**src/rtl/pdl_pkg.sv**
```systemverilog
package pdl_pkg;
  // Bits needed to encode delays 0..max_delay.
  function automatic int sel_bits(input int max_delay);
    if (max_delay < 1) return 1;
    return $clog2(max_delay + 1);
  endfunction
endpackage

```
**src/rtl/pdl_stage_chain.sv**
```systemverilog
module pdl_stage_chain #(
  parameter int WIDTH = 1,
  parameter int DEPTH = 63
) (
  input  logic                        clk,
  input  logic                        rst,
  input  logic [WIDTH-1:0]            din,
  output logic [DEPTH:0][WIDTH-1:0]   taps
);
  logic [DEPTH:1][WIDTH-1:0] stage_q;

  // Tap 0 is the undelayed input.
  assign taps[0] = din;

  for (genvar g = 1; g <= DEPTH; g++) begin : g_stage
    always_ff @(posedge clk) begin
      if (rst) stage_q[g] <= '0;
      else     stage_q[g] <= taps[g-1];
    end
    assign taps[g] = stage_q[g];
  end
endmodule

```
**src/rtl/pdl_tap_select.sv**
```systemverilog
module pdl_tap_select #(
  parameter int WIDTH = 1,
  parameter int DEPTH = 63,
  parameter int SEL_W = pdl_pkg::sel_bits(DEPTH)
) (
  input  logic                        clk,
  input  logic                        rst,
  input  logic [DEPTH:0][WIDTH-1:0]   taps,
  input  logic [SEL_W-1:0]            sel,
  output logic [WIDTH-1:0]            dout
);
  localparam int SEL_SPAN = (1 << SEL_W) - 1;
  logic [SEL_W-1:0] pick;

  if (SEL_SPAN > DEPTH) begin : g_sat
    always_comb pick = (sel > SEL_W'(DEPTH)) ? SEL_W'(DEPTH) : sel;

    // Out-of-range selects read the deepest stage.
    p_clamp_r7: assert property (@(posedge clk) disable iff (rst)
      (sel > SEL_W'(DEPTH)) |-> (dout == taps[DEPTH]));
  end else begin : g_full
    always_comb pick = sel;
  end

  assign dout = taps[pick];
endmodule

```
**src/rtl/prog_delay_line.sv**
```systemverilog
module prog_delay_line #(
  parameter int WIDTH     = 1,
  parameter int MAX_DELAY = 63,
  parameter int SEL_W     = pdl_pkg::sel_bits(MAX_DELAY)
) (
  input  logic             clk,
  input  logic             rst,
  input  logic [WIDTH-1:0] din,
  input  logic [SEL_W-1:0] dly_sel,
  output logic [WIDTH-1:0] dout
);
  logic [MAX_DELAY:0][WIDTH-1:0] taps;

  pdl_stage_chain #(.WIDTH(WIDTH), .DEPTH(MAX_DELAY)) u_chain (
    .clk  (clk),
    .rst  (rst),
    .din  (din),
    .taps (taps)
  );

  pdl_tap_select #(.WIDTH(WIDTH), .DEPTH(MAX_DELAY), .SEL_W(SEL_W)) u_sel (
    .clk  (clk),
    .rst  (rst),
    .taps (taps),
    .sel  (dly_sel),
    .dout (dout)
  );

  // Set once a non-reset edge has passed; gates history-based checks.
  logic warm_q;
  always_ff @(posedge clk) begin
    if (rst) warm_q <= 1'b0;
    else     warm_q <= 1'b1;
  end

  p_zero_pass_r2: assert property (@(posedge clk) disable iff (rst)
    (dly_sel == '0) |-> (dout == din));

  p_one_cycle_r3: assert property (@(posedge clk) disable iff (rst)
    (warm_q && dly_sel == SEL_W'(1)) |-> (dout == $past(din)));

  p_reset_clear_r1: assert property (@(posedge clk) disable iff (rst)
    ($past(rst) && dly_sel != '0) |-> (dout == '0));

  // One step deeper after one shift returns the same word.
  p_step_deeper_r4: assert property (@(posedge clk) disable iff (rst)
    (warm_q && $past(dly_sel) != '0 && dly_sel != '0 &&
     dly_sel <= SEL_W'(MAX_DELAY) &&
     (dly_sel - $past(dly_sel)) == SEL_W'(1))
    |-> (dout == $past(dout)));
endmodule

```
**config.mk**
```make
export PLATFORM = sky130hd
export DESIGN_NAME = prog_delay_line
export DESIGN_NICKNAME = d
export VERILOG_FILES = /design/src/rtl/pdl_pkg.sv /design/src/rtl/pdl_stage_chain.sv /design/src/rtl/pdl_tap_select.sv /design/src/rtl/prog_delay_line.sv
export SDC_FILE = /design/constraint.sdc
export NUM_CORES = 1
export LEC_CHECK = 0
export BUFFER_PORTS_ARGS = -buffer_cell sky130_fd_sc_hd__buf_2
export CAP_MARGIN = 20
export CORE_MARGIN = 5
export CORE_UTILIZATION = 55
export DETAILED_ROUTE_END_ITERATION = 8
export PLACE_DENSITY = 0.74
export RECOVER_POWER = 25
export SLEW_MARGIN = 40
export SYNTH_ARGS = -nofsm -noshare
export SYNTH_HDL_FRONTEND = slang
export SYNTH_SLANG_ARGS = --single-unit
```
**constraint.sdc**
```tcl
create_clock -name clk -period 2.5 [get_ports clk]
set_clock_uncertainty 0.15 [all_clocks]
set_input_delay 0.5 -clock clk [delete_from_list [all_inputs] [get_ports clk]]
set_output_delay 0.5 -clock clk [all_outputs]
set_load 0.03 [all_outputs]
```
==> reports/qor.yml, run 1 <==
grt_pass1_wl_um: 6960
final.setup.worst_slack_ns: -0.0999
fillers: 301
wl_met3_um: 159
pre_cts_slack_ns: -0.321
avgSynthCellArea_um2: 11.7
fin_crit_ns: 2.60
htreeDepth: 3
synthToLayoutAreaGrowth_pct: 13.3
hold_class: "in -> reg"
violations: "negative setup slack"
status: "finished with violations"
top_layer: "met4"
design_power_total_mw: 1.75
timing.setup.tns_ns: -0.0999
num_vias: 1388
whs_path_depth: 2
fin_hold_ws_ns: 0.285
yosysTopAreaCell: "dfxtp_1"
antenna_left: 0
ir_drop_mv: 0.522
clock.fmax_mhz: 385
ys_seq_area_frac: 0.554
setup_violations: 1
cp_slowest_cell: "mux4_2"
io_buffers: 9
worstSetupStartpointType: "input port"
synth_cell_types: 26
io_pins: 10
dpl_cell_area_um2: 2400
track_usage: 0.171
rr_worst_depth: 1
dieArea_um2: 5530
drive_gt1_frac: 0.224
synth.ff_latch_count: 63
worstPathCellList: "buf_6, buf_8, mux4_2, nand4_1, nand3_2, a211oi_2, a211oi_4, buf_6"
rsz0062_at_grt: "yes"
ys_warn_count: 0
arrival_ns: 1.95
crit_top_cell: "buf_6"
avgRoutedWirePerCell_um: 15.2
dpl.hpwl_um: 2630
drc: 0
globalplace.congestion: 0.856
dr.first_iter.drc_count: 91
drt-met1-wl_um: 1870
final_cell_mix: "65 x nor2b_1, 63 x dfxtp_1, 12 x mux4_2, 9 x clkbuf_8"
place_inst: 248
critPathCapture: "dout"
stdcell_area_um2: 2580
cp-end-kind: "output port"
grt-ovfl-total: 0
clk_path_buf_depth: 2
drt-total-wl_um: 3950
seq_area_um2: 1260
hold_viol_final: 0
min_period_over_period: 1.04
numClockSinks: 63
crit_type: "in -> out"
finalNetCount: 220
largest_register_ff_count: 63
clk_latency_ns: 0.32
drt-vias-per-instance: 5.34
antenna_cells: 0
final_cells: 260
powerDensity_nw_per_um2: 677
synthTopCellsByArea: "dfxtp_1 55%, nor2b_1 18%, mux4_2 11%"
cap_violations: 0
cts_tree: "built"
syn_inst: 194
cts_buffers: 9
r2r-start: "u_chain.taps[16]"
multi_input_area_um2: 968
r2r_end: "u_chain.taps[17]"
cts-root-buf: "clkbuf_8"
crit_required_ns: 1.85
drtPass1Iterations: 4
path_max_fanout: 8
cp_slowest_stage_delay_ns: 0.49
cp-startpoint: "dly_sel[0]"
wl_met2_um: 1840
slew_violations: 0
static-leakage-power_nw: 0.992
cts.clk_slew.worst_paths_ns: 0.06
initial_utilization: 0.570
regToRegSetupSlack_ns: 1.73
die_x_um: 74.4
max_slew_margin: 0.237
synth_top_area_frac: 0.554
tightest_slew_ns: 1.14
core_area_um2: 4000
fin_util: 0.645
final_common_cell: "nor2b_1"
antenna_found_initial: 0
rows: 23
grt_pass1_vias: 1470
syn_nets: 203
die_h_um: 74.4
worstHoldStart: "din"
netlist_area_um2: 2280
grt_max_degree: 64
## synth_stat cells
cell type and n:
mux2_2 1, a211oi_2 2, nand2b_1 2, mux4_2 11, buf_6 1, nor2_1 7, nor3_1 2, a32oi_1 1
a211oi_1 1, mux4_1 1, nand2_1 3, inv_1 4, a2111oi_0 1, nor2b_1 65, o211ai_1 1, nand3_1 2
o2111ai_1 1, and3_1 2, mux2i_1 5, buf_2 3, a22oi_1 2, a221oi_2 1, dfxtp_1 63, nand4_1 1
clkbuf_1 8, nor4_1 3
## layer usage
metal	vias up	global-route usage
met4	0	0.0909
met2	21	0.265
met5	-	0
met1	669	0.216
met3	11	0.0473
li1	687	-
## logic make-up after synthesis
logic type | after synthesis | share of synthesized area
muxes | 18 | 0.147
DFF | 63 | 0.554
AOI/OAI and AO/OA | 10 | 0.0423
and+or+nand+nor | 87 | 0.226
buffers and inverters | 16 | 0.0313
## cell type report
class / count / area share
Clock buffer: 10 / 0.0494
Inverter: 4 / 0.00582
Timing Repair Buffer: 18 / 0.0567
Multi-Input combinational cell: 115 / 0.375
Tap cell: 50 / 0.0242
Sequential cell: 63 / 0.489
## critical path, delay by kind of cell
kind | cells | cell delay [ns]
AO/OA/AOI/OAI | 2 | 0.37
buffers and inverters | 3 | 0.39
multiplexers | 1 | 0.49
AND/OR/NAND/NOR | 2 | 0.19
## worst min path at each step
stage	to	slack, ns
final	u_chain.taps[1]	0.29
after global routing	u_chain.taps[1]	0.30
after CTS	u_chain.taps[1]	0.28
after detailed placement	u_chain.taps[26]	0.30
after global placement	u_chain.taps[54]	0.29
after floorplan	u_chain.taps[54]	0.28
## power breakdown
group / switching (mW) / internal [mW] / leakage (nW)
Combinational: 0.0561 / 0.0420 / 0.418
Sequential: 0.00102 / 1.01 / 0.508
Clock: 0.314 / 0.326 / 0.0659
Total: 0.372 / 1.37 / 0.992
## what timing repair did
item / 4_1_cts / 5_1_grt
setup endpoints to repair: 1 / 1
gates resized for setup: 11 / 1
hold buffers: 0 / 0
setup buffers: 2 / 0
pin swaps: 5 / 0
Note: power is estimated with default switching activity, not from simulation.
==> run 2: changes to the inputs <==
--- a/config.mk
+++ b/config.mk
@@ -5,12 +5,12 @@
 export SDC_FILE = /design/constraint.sdc
 export NUM_CORES = 1
 export LEC_CHECK = 0
+export ABC_AREA = 1
 export BUFFER_PORTS_ARGS = -buffer_cell sky130_fd_sc_hd__buf_2
-export CAP_MARGIN = 20
 export CORE_MARGIN = 5
-export CORE_UTILIZATION = 55
+export CORE_UTILIZATION = 50
 export DETAILED_ROUTE_END_ITERATION = 8
-export PLACE_DENSITY = 0.74
+export PLACE_DENSITY = 0.69
 export RECOVER_POWER = 25
 export SLEW_MARGIN = 40
 export SYNTH_ARGS = -nofsm -noshare
==> run 2 against run 1 <==
Effect of this change: the run now ends clean; setup slack better by 0.26 ns; hold slack worse by 0.039 ns; critical path type unchanged; global-route usage down 0.29 points; critical path depth is 3 higher; combinational power grew 19%; sequential share of layout area is 2.0 points lower; maximum frequency up 11%; count of clock-buffer cells in the layout rose by 1; clock power rose by 11%; largest cell class unchanged; core utilization fell by 7.9 points; sequential cell count unchanged; routed wire length is 19% higher.
==> reports/qor.yml, run 2 <==
synth_top_area_frac: 0.513  # -0.0403
fin_crit_ns: 2.34  # -0.262 ns
initial_utilization: 0.517  # -0.0528
postCtsHoldBufs: 0  # unchanged
globalplace.congestion: 0.775  # -9.5%
cp_slowest_cell: "buf_2"
syn_inst: 348  # +79%
drive_gt1_frac: 0.0782  # -0.146
ys_warn_count: 0  # unchanged
antenna_cells: 0  # unchanged
netlist_area_um2: 2460  # +7.9%
ir_drop_mv: 0.426  # -18%
synth_flop_cell: "dfxtp_1"
timing.setup.tns_ns: 0  # +0.0999 ns
rsz0062_at_grt: "no"
path_buf_inv: 3  # unchanged
hold_class: "in -> reg"
design_power_total_mw: 1.83  # +5.1%
crit_type: "in -> out"
rows: 25  # +8.7%
drt-vias-per-instance: 4.58  # -14%
final_common_cell: "nand2_1"
dieArea_um2: 6420  # +16%
grt_pass1_wl_um: 8150  # +17%
slew_violations: 0  # unchanged
crit_family: "buffers and inverters"
antenna_left: 0  # unchanged
dr.first_iter.drc_count: 116  # +27%
static-leakage-power_nw: 1.08  # +9.3%
drc: 0  # unchanged
cts_tree: "built"
num_vias: 1945  # +40%
finalNetCount: 365  # +66%
die_x_um: 80.1  # +7.7%
tightest_slew_ns: 1.42  # +0.275 ns
powerDensity_nw_per_um2: 681  # +0.67%
yosysTopAreaCell: "dfxtp_1"
grt_pass1_vias: 1773  # +21%
max_slew_margin: 0.0535  # -0.184
post-synth-top-count-cell: "nand2_1"
die_h_um: 80.1  # +7.7%
synth_cell_types: 11  # -58%
gr-usage-met2: 0.256  # -0.00957
track_usage: 0.168  # -0.00286
post_cts_buffers: 0  # -2
grt_max_degree: 34  # -47%
io_pins: 10  # unchanged
fin_util: 0.567  # -0.0787
numClockSinks: 63  # unchanged
arrival_ns: 1.69  # -0.26 ns
grt-ovfl-total: 0  # unchanged
cts-root-buf: "clkbuf_8"
ys_seq_area_frac: 0.513  # -0.0403
synthTopCellsByArea: "dfxtp_1 51%, nand2_1 12%, nand3_1 11%"
stdcell_area_um2: 2690  # +4.4%
cts_buffers: 9  # unchanged
final_cell_mix: "81 x nand2_1, 67 x inv_1, 63 x nor2_1, 63 x dfxtp_1, 54 x nand3_1"
top_usage_layer: "met2"
synth_edf_count: 0  # unchanged
synthToLayoutAreaGrowth_pct: 9.62
avgRoutedWirePerCell_um: 11.1  # -27%
largest_register_ff_count: 63  # unchanged
dpl_cell_area_um2: 2540  # +5.6%
io_buffers: 9  # unchanged
cap_violations: 0  # unchanged
synth.ff_latch_count: 63  # unchanged
synth_commonest_cells: "81 x nand2_1, 67 x inv_1, 63 x dfxtp_1, 63 x nor2_1, 54 x nand3_1"
drt-total-wl_um: 4710  # +19%
core_area_um2: 4750  # +19%
worstSetupStartpointType: "input port"
hold_viol_final: 0  # unchanged
crit_required_ns: 1.85  # about the same
synthArstFlopShare: 0  # unchanged
htreeDepth: 3  # unchanged
clock.fmax_mhz: 428  # +11%
cp-end-kind: "output port"
use_met3: 0.0684  # +0.0211
drtPass1Iterations: 4  # unchanged
use_met1: 0.211  # -0.00571
clk_latency_ns: 0.33  # about the same
dpl.hpwl_um: 2940  # +12%
min_period_over_period: 0.935  # -0.105
clk_path_buf_depth: 2  # unchanged
avgSynthCellArea_um2: 7.06  # -40%
status: "finished clean"
worstPathCellList: "buf_2, buf_6, nand2_1, nand3_1, nand3_1, nand2_1, nand2_1, nand3_1, nand3_1, nand2_1, buf_2"
antenna_found_initial: 0  # unchanged
path_max_fanout: 16  # +8
cts.clk_slew.worst_paths_ns: 0.06  # about the same
syn_nets: 357  # +76%
cp_slowest_stage_delay_ns: 0.20  # -0.29 ns
setup_violations: 0  # -1
## run 2: cell count changes after synthesis, sizes merged, moves of 3 or more
cell	previous run	this run
buf	4	11
nor4	3	0
nor2b	65	0
mux2i	5	0
inv	4	69
nand3	2	54
nand2	3	81
a211oi	3	0
nor2	7	63
mux4	12	0
## run 2: repair_timing
item	4_1_cts	5_1_grt
endpoints found under the hold margin	0	0
resized for setup	0	2
endpoints found under the setup margin	0	1
## run 2: cell type report
cell class                      instances  area, µm²
Inverter                               69        269
Clock inverter                          2       10.0
Multi-Input combinational cell        198        811
Fill cell                             474       2060
Tap cell                               67       83.8
Sequential cell                        63       1260
Timing Repair Buffer                   15        118
Clock buffer                           11        141
## run 2: through the flow
| step | setup slack (ns) | cells | hold slack (ns) |
|---|---|---|---|
| 6_report | 0.162 | 425 | 0.246 |
| 4_1_cts | 0.146 | 425 | 0.227 |
| 2_1_floorplan | 0.447 | 348 | 0.253 |
| 5_1_grt | 0.0312 | 425 | 0.242 |
| 3_5_place_dp | 0.143 | 412 | 0.260 |
| 3_3_place_gp | 0.163 | 412 | 0.255 |
## run 2: per-layer routing
layer | routed length [µm] | vias to the layer above
li1 | - | 1034
met1 | 2330 | 866
met2 | 2060 | 38
met3 | 251 | 7
met4 | 76 | 0
met5 | 0 | -
## run 2: final timing paths
path              cells past startpoint  slack [ns]          endpoint             start
hold reg to reg                       2        0.27  u_chain.taps[44]  u_chain.taps[43]
setup reg to reg                      2        1.75   u_chain.taps[6]   u_chain.taps[5]
hold / removal                        3        0.25   u_chain.taps[1]               din
setup / recovery                     11        0.16              dout        dly_sel[0]
## run 2: tightest hold or removal path: stages
cell and delay [ns]:
buf_2 0.11, inv_1 0.05, nor2_1 0.03
## run 2: logic make-up after synthesis
kind of cell,after synthesis,share of synthesized area
flops,63,0.513
buf+inv,87,0.157
simple gates,198,0.330
## run 2: power by group
group	leakage [nW]	switching, mW	internal [mW]
Sequential	0.508	0.00127	1.01
Clock	0.0809	0.344	0.366
Combinational	0.495	0.0790	0.0377
==> run 3: changes to the inputs <==
--- a/config.mk
+++ b/config.mk
@@ -7,6 +7,7 @@
 export LEC_CHECK = 0
 export ABC_AREA = 1
 export BUFFER_PORTS_ARGS = -buffer_cell sky130_fd_sc_hd__buf_2
+export CORE_ASPECT_RATIO = 0.9
 export CORE_MARGIN = 5
 export CORE_UTILIZATION = 50
 export DETAILED_ROUTE_END_ITERATION = 8
@@ -15,4 +16,5 @@
 export SLEW_MARGIN = 40
 export SYNTH_ARGS = -nofsm -noshare
 export SYNTH_HDL_FRONTEND = slang
+export SYNTH_HIERARCHICAL = 1
 export SYNTH_SLANG_ARGS = --single-unit
==> run 3 against run 2 <==
Effect of this change: synthesized cell count rose by 0.29%; register-to-register slack gained 0.03 ns; sequential cell count unchanged; setup slack better by 0.049 ns; global-route usage shrank 1.4 points; clock power is 21% higher; sequential share of layout area down 0.45 points; cell count increased by 0.71%; final area is 0.98% higher; non-clock buffer count rose by 2.
==> reports/qor.yml, run 3 <==
rows: 24  # -4.0%
synth_commonest_cells: "81 x nand2_1, 67 x inv_1, 63 x dfxtp_1, 63 x nor2_1, 54 x nand3_1"
clock.fmax_mhz: 437  # +2.1%
seq_area_um2: 1260  # unchanged
post-synth-top-count-cell: "nand2_1"
synthToLayoutAreaGrowth_pct: 8.05
synth_edf_count: 0  # unchanged
grt_max_degree: 33  # -2.9%
die_h_um: 77.3  # -3.5%
antenna_found_initial: 0  # unchanged
top_usage_layer: "met2"
drt-vias-per-instance: 4.53  # -1.1%
synth_top_area_frac: 0.501  # -0.0122
regToRegSetupSlack_ns: 1.78  # +0.03 ns
cts-root-buf: "clkbuf_8"
fillers: 479  # +1.1%
track_usage: 0.154  # -0.0142
dieArea_um2: 6560  # +2.2%
antenna_cells: 0  # unchanged
synth_flop_cell: "dfxtp_1"
dr.first_iter.drc_count: 150  # +29%
critPathCapture: "dout"
powerDensity_nw_per_um2: 727  # +6.8%
design_power_total_mw: 1.98  # +7.8%
ys_seq_area_frac: 0.501  # -0.0122
r2r-start: "u_chain/taps[45]"
grt_pass1_wl_um: 7870  # -3.4%
numClockSinks: 63  # unchanged
yosysTopAreaCell: "dfxtp_1"
cp-end-kind: "output port"
fin_hold_ws_ns: 0.227  # -0.0195 ns
antenna_left: 0  # unchanged
dpl.hpwl_um: 3100  # +5.4%
slew_violations: 0  # unchanged
drive_gt1_frac: 0.0937  # +0.0155
r2r_end: "u_chain/taps[46]"
multi_input_area_um2: 811  # unchanged
ys_warn_count: 6  # +6
drc: 0  # unchanged
cts.repair.resized: 0  # unchanged
ir_drop_mv: 0.534  # +25%
crit_required_ns: 1.85  # about the same
netlist_area_um2: 2520  # +2.4%
clk_path_buf_depth: 2  # unchanged
synthArstFlopShare: 0  # unchanged
static-leakage-power_nw: 1.10  # +1.1%
drtPass1Iterations: 4  # unchanged
worstSetupStartpointType: "input port"
min_period_over_period: 0.916  # -0.0194
crit_type: "in -> out"
tightest_slew_ns: 1.10  # -0.315 ns
finalNetCount: 367  # +0.55%
avgSynthCellArea_um2: 7.21  # +2.2%
setup_violations: 0  # unchanged
cp-startpoint: "dly_sel[0]"
hold_class: "in -> reg"
postCtsHoldBufs: 0  # unchanged
fin_crit_ns: 2.29  # -0.0486 ns
die_x_um: 84.8  # +5.9%
use_met1: 0.201  # -0.00941
post_cts_buffers: 0  # unchanged
num_vias: 1938  # -0.36%
cts_tree: "built"
rr_worst_depth: 2  # unchanged
cap_violations: 0  # unchanged
rsz0062_at_grt: "no"
use_met3: 0.0697  # +0.00128
io_buffers: 9  # unchanged
path_max_fanout: 32  # +16
synth_cell_types: 10  # -1
cts.clk_slew.worst_paths_ns: 0.07  # about the same
grt-ovfl-total: 0  # unchanged
final_cell_mix: "81 x nand2_1, 67 x inv_1, 63 x nor2_1, 63 x dfxtp_1, 54 x nand3_1"
globalplace.congestion: 0.789  # +1.8%
gr-usage-met2: 0.218  # -0.0383
htreeDepth: 3  # unchanged
grt_pass1_vias: 1723  # -2.8%
timing.setup.tns_ns: 0  # unchanged
syn_inst: 349  # +0.29%
final_common_cell: "nand2_1"
core_area_um2: 4860  # +2.3%
drt-total-wl_um: 4630  # -1.7%
io_pins: 10  # unchanged
initial_utilization: 0.517  # +0.000647
syn_nets: 358  # +0.28%
synthTopCellsByArea: "dfxtp_1 50%, nand2_1 12%, nand3_1 11%"
max_slew_margin: 0.264  # +0.210
cts_buffers: 9  # unchanged
clk_latency_ns: 0.34  # about the same
hold_viol_final: 0  # unchanged
largest_register_ff_count: 63  # unchanged
status: "finished clean"
avgRoutedWirePerCell_um: 10.8  # -2.4%
synth.ff_latch_count: 63  # unchanged
arrival_ns: 1.64  # -0.05 ns
run 3: metal layers:
layer / wire (µm) / part of all wire / up-vias
met2: 1940 / 0.42 / 39
li1: - / - / 1040
met1: 2380 / 0.51 / 850
met3: 216 / 0.047 / 9
met4: 91 / 0.020 / 0
met5: 0 / 0 / -
run 3: stage by stage:
step                setup slack, ns  cells  utilization  instance area (µm²)
floorplan                     0.447    349            -                 2520
global placement              0.223    412        0.519                 2520
detailed placement            0.217    412        0.519                 2520
CTS                           0.219    428        0.559                 2720
global route                 0.0921    428        0.559                 2720
finish                        0.211    428        0.559                 2720
run 3: how the worst min path moves through the flow:
stage,start,to,slack [ns],cells past startpoint
final,din,u_chain/taps[1],0.23,3
after global routing,din,u_chain/taps[1],0.23,3
after CTS,din,u_chain/taps[1],0.21,3
after detailed placement,u_chain/taps[41],u_chain/taps[42],0.26,2
after global placement,u_chain/taps[17],u_chain/taps[18],0.26,2
after floorplan,u_chain/taps[9],u_chain/taps[10],0.25,2
run 3: logic make-up (layout without fill, tap and decap cells):
| logic type | count (synthesis) | in the layout | synth area share |
|---|---|---|---|
| AND/OR/NAND/NOR | 198 | 198 | 0.322 |
| buffers and inverters | 88 | 102 | 0.177 |
| flip-flops | 63 | 63 | 0.501 |
run 3: layout make-up:
| cell class | count | area share |
|---|---|---|
| inverter | 69 | 0.0980 |
| multi-input combinational | 198 | 0.298 |
| clock buffer | 9 | 0.0455 |
| timing repair buffer | 17 | 0.0382 |
| sequential | 63 | 0.464 |
| tap | 65 | 0.0299 |
| clock inverter | 7 | 0.0267 |
run 3: power breakdown:
group,switching [mW],internal [mW]
registers,0.00132,1.01
clock network,0.400,0.461
logic,0.0754,0.0348
total,0.477,1.50
run 3: critical path, stage by stage:
cell	delay, ns
buf_2	0.14
inv_6	0.19
nand2_1	0.09
nand3_1	0.08
nand3_1	0.07
nand2_1	0.08
nand2_1	0.05
nand3_1	0.07
nand3_1	0.07
nand2_1	0.09
buf_2	0.20
